$ cat src/rtl/ldst_agu_pkg.sv
package ldst_agu_pkg;

    localparam int XLEN     = 64;
    localparam int IW       = 32;
    localparam int RIDX_W   = 5;
    localparam int IMM9_W   = 9;
    localparam int IMM12_W  = 12;
    localparam int SIZE_W   = 2;
    localparam int NARROW_W = 32;
    localparam logic [RIDX_W-1:0] ZR_IDX = 5'd31;

    typedef enum logic [1:0] {
        AM_UOFF = 2'd0,
        AM_PRE  = 2'd1,
        AM_POST = 2'd2
    } amode_e;

    typedef struct packed {
        logic              undef;
        logic              is_load;
        logic              sext;
        logic              reg64;
        logic [SIZE_W-1:0] size;
        amode_e            amode;
        logic              wback;
        logic [RIDX_W-1:0] rn;
        logic [RIDX_W-1:0] rt;
        logic [XLEN-1:0]   offset;
    } dec_t;

endpackage

$ cat src/rtl/ldst_decode.sv
module ldst_decode
    import ldst_agu_pkg::*;
(
    input  logic [IW-1:0] ins_word,
    output dec_t          dec
);

    logic [SIZE_W-1:0] sz;
    logic [1:0]        opc;
    logic              fmt_ok;
    logic              cls_ok;
    logic              op_ok;

    always_comb begin
        sz     = ins_word[31:30];
        opc    = ins_word[23:22];
        fmt_ok = (ins_word[29:25] == 5'b11100);
        dec        = '0;
        dec.size   = sz;
        dec.rn     = ins_word[9:5];
        dec.rt     = ins_word[4:0];

        // addressing class and offset
        if (ins_word[24]) begin
            dec.amode  = AM_UOFF;
            dec.offset = {{(XLEN-IMM12_W){1'b0}}, ins_word[21:10]} << sz;
            dec.wback  = 1'b0;
            cls_ok     = 1'b1;
        end else begin
            dec.amode  = ins_word[11] ? AM_PRE : AM_POST;
            dec.offset = {{(XLEN-IMM9_W){ins_word[20]}}, ins_word[20:12]};
            dec.wback  = 1'b1;
            cls_ok     = !ins_word[21] && ins_word[10];
        end

        // operation kind and destination width
        if (!opc[1]) begin
            dec.is_load = opc[0];
            dec.sext    = 1'b0;
            dec.reg64   = (sz == 2'b11);
            op_ok       = 1'b1;
        end else begin
            dec.is_load = 1'b1;
            dec.sext    = 1'b1;
            dec.reg64   = !opc[0];
            op_ok       = (sz != 2'b11) && !((sz == 2'b10) && opc[0]);
        end

        dec.undef = !(fmt_ok && cls_ok && op_ok);

        // overlapping base/destination on a load: the loaded value wins
        if (dec.is_load && dec.wback && (dec.rn == dec.rt) && (dec.rn != ZR_IDX)) begin
            dec.wback = 1'b0;
        end
    end

endmodule

$ cat src/rtl/ldst_addr.sv
module ldst_addr
    import ldst_agu_pkg::*;
#(
    parameter int SP_ALIGN_LG = 4
) (
    input  logic [RIDX_W-1:0] rn,
    input  amode_e            amode,
    input  logic [XLEN-1:0]   offset,
    input  logic [XLEN-1:0]   gpr_base,
    input  logic [XLEN-1:0]   sp_base,
    output logic [XLEN-1:0]   acc_addr,
    output logic [XLEN-1:0]   upd_addr,
    output logic              use_sp,
    output logic              sp_misalign
);

    logic [XLEN-1:0] base;
    logic [XLEN-1:0] sum;

    always_comb begin
        use_sp      = (rn == ZR_IDX);
        base        = use_sp ? sp_base : gpr_base;
        sum         = base + offset;
        acc_addr    = (amode == AM_POST) ? base : sum;
        upd_addr    = sum;
        sp_misalign = use_sp && (|base[SP_ALIGN_LG-1:0]);
    end

endmodule

$ cat src/rtl/ldst_extend.sv
module ldst_extend
    import ldst_agu_pkg::*;
(
    input  logic [SIZE_W-1:0] size,
    input  logic              sext,
    input  logic              reg64,
    input  logic [XLEN-1:0]   raw,
    output logic [XLEN-1:0]   res
);

    localparam int NSIZES = 1 << SIZE_W;

    logic [XLEN-1:0] cand [NSIZES];

    generate
        for (genvar g = 0; g < NSIZES; g++) begin : g_width
            localparam int W = 8 << g;
            if (W < XLEN) begin : g_part
                assign cand[g] = {{(XLEN-W){sext & raw[W-1]}}, raw[W-1:0]};
            end else begin : g_full
                assign cand[g] = raw;
            end
        end
    endgenerate

    always_comb begin
        res = cand[size];
        if (!reg64) begin
            res[XLEN-1:NARROW_W] = '0;
        end
    end

endmodule

$ cat src/rtl/ldst_agu.sv
module ldst_agu
    import ldst_agu_pkg::*;
#(
    parameter int SP_ALIGN_LG = 4
) (
    input  logic              clk,
    input  logic              rst_n,
    input  logic              ins_valid,
    input  logic [31:0]       ins_word,
    output logic              ins_ready,
    output logic [4:0]        base_idx,
    input  logic [63:0]       base_val,
    output logic [4:0]        src_idx,
    input  logic [63:0]       src_val,
    input  logic [63:0]       sp_val,
    output logic              mem_req,
    input  logic              mem_gnt,
    output logic [63:0]       mem_addr,
    output logic              mem_we,
    output logic [1:0]        mem_size,
    output logic [63:0]       mem_wdata,
    input  logic              mem_rvalid,
    input  logic [63:0]       mem_rdata,
    output logic              rd_we,
    output logic [4:0]        rd_idx,
    output logic [63:0]       rd_data,
    output logic              wb_we,
    output logic              wb_to_sp,
    output logic [4:0]        wb_idx,
    output logic [63:0]       wb_data,
    output logic              flt_undef,
    output logic              flt_spalign
);

    typedef enum logic [1:0] {
        ST_IDLE  = 2'd0,
        ST_REQ   = 2'd1,
        ST_RESP  = 2'd2,
        ST_FAULT = 2'd3
    } state_e;

    state_e state_q, state_d;

    dec_t              dec;
    logic [XLEN-1:0]   acc_addr, upd_addr, ext_res;
    logic              use_sp, sp_misalign, accept, reject;

    logic [XLEN-1:0]   addr_q, upd_q, wdata_q;
    logic              is_load_q, sext_q, reg64_q, wback_q, use_sp_q;
    logic              undef_q, spflt_q;
    logic [SIZE_W-1:0] size_q;
    logic [RIDX_W-1:0] rt_q, rn_q;
    amode_e            amode_q;

    ldst_decode u_dec (
        .ins_word (ins_word),
        .dec      (dec)
    );

    ldst_addr #(.SP_ALIGN_LG(SP_ALIGN_LG)) u_addr (
        .rn          (dec.rn),
        .amode       (dec.amode),
        .offset      (dec.offset),
        .gpr_base    (base_val),
        .sp_base     (sp_val),
        .acc_addr    (acc_addr),
        .upd_addr    (upd_addr),
        .use_sp      (use_sp),
        .sp_misalign (sp_misalign)
    );

    ldst_extend u_ext (
        .size  (size_q),
        .sext  (sext_q),
        .reg64 (reg64_q),
        .raw   (mem_rdata),
        .res   (ext_res)
    );

    assign base_idx = ins_word[9:5];
    assign src_idx  = ins_word[4:0];
    assign accept   = (state_q == ST_IDLE) && ins_valid;
    assign reject   = dec.undef || sp_misalign;

    // next-state logic
    always_comb begin
        state_d = state_q;
        unique case (state_q)
            ST_IDLE:  if (ins_valid) state_d = reject ? ST_FAULT : ST_REQ;  // T_ACCEPT / T_REJECT
            ST_REQ:   if (mem_gnt)    state_d = ST_RESP;                     // T_GRANT
            ST_RESP:  if (mem_rvalid) state_d = ST_IDLE;                     // T_RETIRE
            ST_FAULT: state_d = ST_IDLE;                                     // T_RECOVER
        endcase
    end

    // state register
    always_ff @(posedge clk) begin
        if (!rst_n) state_q <= ST_IDLE;
        else        state_q <= state_d;
    end

    // capture of the decoded access at acceptance
    always_ff @(posedge clk) begin
        if (!rst_n) begin
            addr_q    <= '0;
            upd_q     <= '0;
            wdata_q   <= '0;
            is_load_q <= 1'b0;
            sext_q    <= 1'b0;
            reg64_q   <= 1'b0;
            wback_q   <= 1'b0;
            use_sp_q  <= 1'b0;
            undef_q   <= 1'b0;
            spflt_q   <= 1'b0;
            size_q    <= '0;
            rt_q      <= '0;
            rn_q      <= '0;
            amode_q   <= AM_UOFF;
        end else if (accept) begin
            addr_q    <= acc_addr;
            upd_q     <= upd_addr;
            wdata_q   <= src_val;
            is_load_q <= dec.is_load;
            sext_q    <= dec.sext;
            reg64_q   <= dec.reg64;
            wback_q   <= dec.wback;
            use_sp_q  <= use_sp;
            undef_q   <= dec.undef;
            spflt_q   <= sp_misalign;
            size_q    <= dec.size;
            rt_q      <= dec.rt;
            rn_q      <= dec.rn;
            amode_q   <= dec.amode;
        end
    end

    // outputs
    always_comb begin
        ins_ready   = (state_q == ST_IDLE);
        mem_req     = (state_q == ST_REQ);
        mem_addr    = addr_q;
        mem_we      = !is_load_q;
        mem_size    = size_q;
        mem_wdata   = wdata_q;
        rd_we       = (state_q == ST_RESP) && mem_rvalid && is_load_q && (rt_q != ZR_IDX);
        rd_idx      = rt_q;
        rd_data     = ext_res;
        wb_we       = (state_q == ST_RESP) && mem_rvalid && wback_q;
        wb_to_sp    = use_sp_q;
        wb_idx      = rn_q;
        wb_data     = upd_q;
        flt_undef   = (state_q == ST_FAULT) && undef_q;
        flt_spalign = (state_q == ST_FAULT) && !undef_q && spflt_q;
    end

    AST_UOFF_NO_WB: assert property (@(posedge clk) disable iff (!rst_n)
        wb_we |-> (amode_q != AM_UOFF));
    AST_NARROW_UPPER_ZERO: assert property (@(posedge clk) disable iff (!rst_n)
        (rd_we && !reg64_q) |-> (rd_data[63:32] == 32'h0));
    AST_FAULT_NO_TRAFFIC: assert property (@(posedge clk) disable iff (!rst_n)
        (flt_undef || flt_spalign) |-> (!mem_req && !rd_we && !wb_we));
    AST_FAULT_ONE_CYCLE: assert property (@(posedge clk) disable iff (!rst_n)
        (flt_undef || flt_spalign) |=> (!flt_undef && !flt_spalign));
    AST_OVERLAP_SINGLE_WRITE: assert property (@(posedge clk) disable iff (!rst_n)
        (rd_we && wb_we) |-> (wb_to_sp || (wb_idx != rd_idx)));
    AST_NO_ZR_WRITE: assert property (@(posedge clk) disable iff (!rst_n)
        rd_we |-> (rd_idx != ZR_IDX));
    AST_REQ_HELD: assert property (@(posedge clk) disable iff (!rst_n)
        (mem_req && !mem_gnt) |=> (mem_req && $stable(mem_addr) && $stable(mem_we)));
    AST_BUSY_WHILE_REQ: assert property (@(posedge clk) disable iff (!rst_n)
        mem_req |-> !ins_ready);
    AST_WRITES_ON_RESP: assert property (@(posedge clk) disable iff (!rst_n)
        (rd_we || wb_we) |-> mem_rvalid);

endmodule

$ cat config.mk
export PLATFORM = sky130hd
export DESIGN_NAME = ldst_agu
export DESIGN_NICKNAME = d
export VERILOG_FILES = /design/src/rtl/ldst_agu_pkg.sv /design/src/rtl/ldst_decode.sv /design/src/rtl/ldst_addr.sv /design/src/rtl/ldst_extend.sv /design/src/rtl/ldst_agu.sv
export SDC_FILE = /design/constraint.sdc
export NUM_CORES = 1
export LEC_CHECK = 0
export BUFFER_PORTS_ARGS = -buffer_cell sky130_fd_sc_hd__buf_4
export CAP_MARGIN = 20
export CORE_AREA = 2 2 222 224
export CTS_CLUSTER_DIAMETER = 80
export DETAILED_ROUTE_END_ITERATION = 12
export DIE_AREA = 0 0 224 226
export SYNTH_ARGS = -nofsm -noshare
export SYNTH_HDL_FRONTEND = slang
export SYNTH_HIERARCHICAL = 1
export SYNTH_SLANG_ARGS = --single-unit
$ cat constraint.sdc
create_clock -name clk -period 6.5 [get_ports clk]
set_clock_uncertainty 0.05 [all_clocks]
set_input_delay 0.975 -clock clk [delete_from_list [all_inputs] [get_ports clk]]
set_output_delay 0.975 -clock clk [all_outputs]
set_load 0.005 [all_outputs]
Word level (Yosys, flattened, before mapping)
Cells that the tools add are included.
{"block": "classes", "n_mux": 18, "n_addsub": 1, "n_shift": 1, "n_bitwise": 4, "order_cmp": 1, "n_eq_ne": 15, "reduce_logical": 27}
{"cell": "64-bit 2-to-1 mux", "n": 5}
{"cell": "64-bit binary-select mux with 2-bit select", "n": 1}
{"cell": "64-bit adder", "n": 1}
{"cell": "12-bit by 2-bit << shifter with 64-bit output", "n": 1}
{"cell": "32-bit 2-to-1 mux", "n": 1}
{"cell": "1-bit logical AND", "n": 17}
{"cell": "2-bit equality test (second input constant)", "n": 5}
{"cell": "5-bit equality test (second input constant)", "n": 2}
{"cell": "2-bit 2-to-1 mux", "n": 5}
{"cell": "5-bit != test (second input constant)", "n": 2}
{"cell": "2-bit one-hot mux with 4 select lines", "n": 1}
{"cell": "1-bit zero test", "n": 6}
{"cell": "3-bit 2-to-1 mux", "n": 2}
{"cell": "2-bit != test (second input constant)", "n": 3}
{"cell": "5-bit equality test", "n": 1}
{"cell": "4-bit OR reduction", "n": 1}
{"cell": "1-bit bitwise AND", "n": 3}
{"cell": "3-bit >= comparator (second input constant)", "n": 1}
{"cell": "1-bit 2-to-1 mux", "n": 3}
{"cell": "2-bit NOT with 3-bit output", "n": 1}
{"cell": "3-bit AND reduction", "n": 1}
{"cell": "2-bit by 1-bit equality test with 1-bit output (second input constant)", "n": 1}
{"cell": "2-bit zero test", "n": 1}
{"cell": "2-bit by 1-bit != test with 1-bit output (second input constant)", "n": 1}
{"cell": "1-bit logical OR", "n": 1}
{"block": "word_totals", "regBits": 213, "output_inout_bits": 286, "inputBits": 293}

Longest topological paths before layout
{"block": "depth", "depth_word": 11, "depth_mapped": 21}

Hierarchy
Netlist, hierarchy kept.
{"module": "ldst_agu", "cells_per_inst": 944, "n_inst": 1, "area_each_um2": 8707.1}
{"module": "ldst_addr", "cells_per_inst": 923, "n_inst": 1, "area_each_um2": 5469.0}
{"module": "ldst_decode", "cells_per_inst": 139, "n_inst": 1, "area_each_um2": 1067.3}
{"module": "ldst_extend", "cells_per_inst": 126, "n_inst": 1, "area_each_um2": 795.8}

Worst setup path before layout
No wires, ideal clock.
{"block": "synth_timing", "kind": "input to register", "startpoint": "in ins_word[24]", "endpoint": "reg addr_q[61] (netlist: mem_addr[61])", "slack_ps": 825, "stages": 17, "setup_ps": 121, "arrival_ps": 5504, "path_cell_list": "buf_2 -> nor2b_1 -> buf_4 -> ha_1 -> buf_2 -> and4_1 -> a311oi_1 -> o31ai_1 -> a211o_1 -> a31oi_1 -> o2111ai_1 -> nand2_1 -> o41ai_2 -> xor2_1 -> mux2_2 -> nand2_1 -> mux2i_1"}
{"item": "start, declared", "line": "ldst_agu.sv:9", "text": "input logic [31:0] ins_word,"}
{"item": "end signal, assigned", "line": "ldst_agu.sv:120", "text": "addr_q <= acc_addr;"}
{"item": "end, declared", "line": "ldst_agu.sv:48", "text": "logic [XLEN-1:0] addr_q, upd_q, wdata_q;"}

Worst setup path after layout
{"block": "layout_timing", "startpoint": "in ins_word[8]", "endpoint": "reg addr_q[58] (netlist: mem_addr[58])"}
{"block": "layout_via", "elab_chain_len": 4}
{"item": "5-bit equality test", "line": "ldst_addr.sv:21", "text": "use_sp = (rn == ZR_IDX);"}
{"item": "64-bit 2-to-1 mux", "line": "ldst_addr.sv:22", "text": "base = use_sp ? sp_base : gpr_base;"}
{"item": "64-bit adder", "line": "ldst_addr.sv:23", "text": "sum = base + offset;"}
{"item": "via upd_addr[58]", "line": "ldst_agu.sv:45", "text": "logic [XLEN-1:0] acc_addr, upd_addr, ext_res;"}
{"item": "64-bit 2-to-1 mux", "line": "ldst_addr.sv:24", "text": "acc_addr = (amode == AM_POST) ? base : sum;"}
{"item": "via acc_addr[58]", "line": "ldst_agu.sv:45"}
The timed path passes the listed nets, and every way through them passes these cells.
A chain may end at the register's enable or synchronous reset.

==> impl_metrics.ini <==
[synth]
synth_compound_area_share_pct = 12.7
ys_seq_area_share_pct = 26.6
yosys.area_share.simple_pct = 25.5
synthAdderAreaFrac_pct = 5.66
synth-xor-area-share_pct = 3.60
synth_top_area_cell = dfxtp_1
synth_fp_nets = 2497
syn_area_mm2 = 0.0160
synth_area_leaders = dfxtp_1 27%, nand2_1 19%, mux2i_1 14%
ys_async_sr_fraction_pct = 0
ys.flop_type = dfxtp_1
synthMuxAreaShare_pct = 16.1
syn_inst = 2132
synth_most_common_cell = nand2_1
synthDistinctLibCells = 86
syn_area_per_cell_um2 = 7.52
yosys_warnings = 6
synth_edf_count = 0
ys_top_cells_by_count = 793 x nand2_1, 230 x mux2i_1, 213 x dfxtp_1
ys_ff_latch = 213
synth_top_family_by_area = simple AND/OR/NAND/NOR gates
yosysTopAreaCellShare_pct = 26.6

[clock_tree]
cts-root-buf = clkbuf_16
holdBufCountCts = 0
ctsResizeCount = 0
htree_levels = 1
postCtsSetupBuffers = 0
cts_tree = built
clock_sinks = 213
clock_latency_ps = 550
clockBufferDepth = 3
clk_pin_slew_worst_paths_ps = 60
cts_made_buffers = 27

[grt]
grtUsageTotal_pct = 23.4
grt_first_pass_wirelength_um = 91200
gr-total-overflow = 0
grt_pass1_vias = 15500
grt_max_degree = 234
antenna_found_initial = 9

[die]
pin_count = 579
rows = 81
core_area_mm2 = 0.0483
die_w_um = 224
initial_core_util_pct = 33.2
die_area_mm2 = 0.0506
die_height_um = 226

[power_and_ir_drop]
p_comb_share_pct = 32.4
power.density_mw_per_mm2 = 229
peakVddDrop_mv = 0.193
leakage_nw = 10.3
p_sw_w = 0.00155
internal_power_w = 0.00323
seqPwrFrac_pct = 32.5
power.share.clock_pct = 35.0
p_sw_share_pct = 32.5
power_w = 0.00478

[worst_setup_path]
startpoint_type = input port
rrSetupSlack_ps = 4130
required_ps = 6940
cp_num_buf_inv = 3
slowest_delay_ps = 570
r2r_start = state_q[1]
r2r_cells = 4
cp_slowest_cell = o21ai_0
worst-path-max-fanout = 65
crit_top_cell = mux2i_1
arrival_ps = 5370
crit_type = in2reg
crit_path_cell_trace = buf_4 -> and3_1 -> nand3_4 -> buf_12 -> mux2i_1 -> inv_1 -> ha_1 -> and3_2 -> o21a_1 -> o31ai_4 -> a31oi_2 -> o2111ai_2 -> and2_2 -> o21ai_0 -> a31o_2 -> xor2_1 -> mux2_2 -> nand2_1 -> mux2i_1
crit_family = compound AO/OA/AOI/OAI gates
worstSetupEndpointType = register
r2r_end = wb_data[17]

[placed_design]
io_buffers = 564
dpl.hpwl_um = 49900
place_area_mm2 = 0.0198
globalplace.congestion = 0.938

[worst_hold_path]
hold_depth = 2
hold_path_class = reg2reg
hold_end = mem_addr[9]
hold_path.startpoint = mem_addr[9]

[drt]
drt_iter0_markers = 778
wl_per_cell_um = 19.7
drtAntennaViolNets = 0
dr.pass1.iters = 4
vias = 15900
via_per_inst = 5.01
routed_wl_um = 62500
drcViolationCount = 0

[sta]
period_needed_ps = 4930
worst_hold_slack_ps = 406
tightestPinTransition_ps = 1090
max_freq_mhz = 203
hold_viol = 0
finalSetupViolations = 0
period_share_pct = 75.9
grt_setup_unrepaired = false
report.final.slew_viol_count = 0
max_slew_margin_pct = 27.1
final.setup.tns_ps = 0

[cells_and_area]
area_growth_pct = 29.8
design_area_mm2 = 0.0208
drive_above_1_share_pct = 27.5
finalNetCount = 2885

[flow_run]
cap_violations = 0

[outcome]
outcome = finished, final reports clean
[flip-flops by register name (all words and copies together), names as in the netlist, 2 cells and up]
signal,count
state_q,2
wb_idx,5
mem_addr,64
wb_data,64
mem_size,2
mem_wdata,64
rd_idx,5
[layer usage]
layer	GRT usage, %	share of wire (%)
met3	4.85	6.1
met2	41.9	50
met1	27.0	40
met5	0	0.043
met4	9.48	3.6
[worst max path at each step]
stage | startpoint | endpoint | slack (ps) | depth (start not counted)
after CTS | ins_word[8] | mem_addr[58] | 1690 | 17
after global routing | ins_word[8] | mem_addr[50] | 1370 | 19
after floorplan | ins_word[24] | mem_addr[61] | 820 | 17
final | ins_word[8] | mem_addr[58] | 1570 | 19
after global placement | ins_word[8] | mem_addr[60] | 1160 | 19
after detailed placement | ins_word[8] | mem_addr[58] | 1100 | 17
[logic make-up after synthesis]
kind of cell	Yosys count
AO/OA/AOI/OAI	305
XOR/XNOR	66
adder cells (fa/ha/maj)	72
buffers and inverters	243
flip-flops	213
multiplexers	255
AND/OR/NAND/NOR	978
[power groups by stage]
stage	logic [W]	clock network, W	registers (W)
after floorplan	0.000960	0	0.00157
after global placement	0.00154	0	0.00158
after detailed placement	0.00155	0	0.00158
after CTS	0.00156	0.00171	0.00156
after global routing	0.00169	0.00176	0.00157
final	0.00155	0.00167	0.00155
[worst reg2reg max path: stages (launching register included)]
cell,delay (ps)
dfxtp_1,430
nor3b_4,540
buf_16,230
buf_12,520
mux2i_1,530
[through the flow]
stage,utilization [%],cells,worst slack [ps]
2_1_floorplan,-,2132,825
3_3_place_gp,40.9,3112,1160
3_5_place_dp,41.0,3113,1100
4_1_cts,43.0,3163,1690
5_1_grt,43.0,3169,1370
6_report,43.1,3170,1570
[placed cells by master (no fill, tap or decap), types with 4 or more instances in the layout]
cell,instances
nand2_1,793
buf_4,571
mux2i_1,230
dfxtp_1,213
o21ai_0,80
ha_1,71
a21oi_1,70
a21o_1,49
nor2_1,43
nor2b_1,41
xnor2_1,38
xor2_1,28
clkbuf_16,27
inv_1,23
mux2_2,23
nand4_1,22
o21a_1,15
nand3_1,15
nor3_1,12
o21bai_1,12
clkbuf_8,10
a31oi_1,8
diode_2,7
a21o_2,7
and3_1,6
nand2b_1,6
o21ai_1,6
buf_12,5
or3_1,5
o211ai_1,5
a21boi_0,5
clkinv_2,4
bufinv_16,4
a31o_2,4
a211oi_1,4
a41oi_1,4
[cell type report]
class	count	area [um^2]
clock inverters	12	178
flip-flops and latches	213	4260
fillers	4989	27500
diodes	7	17.5
clock buffers	38	817
multi-input cells	1676	10200
repair buffers	578	4430
well taps	622	778
inverters	24	90.1
(Power assumes the default switching activity.)
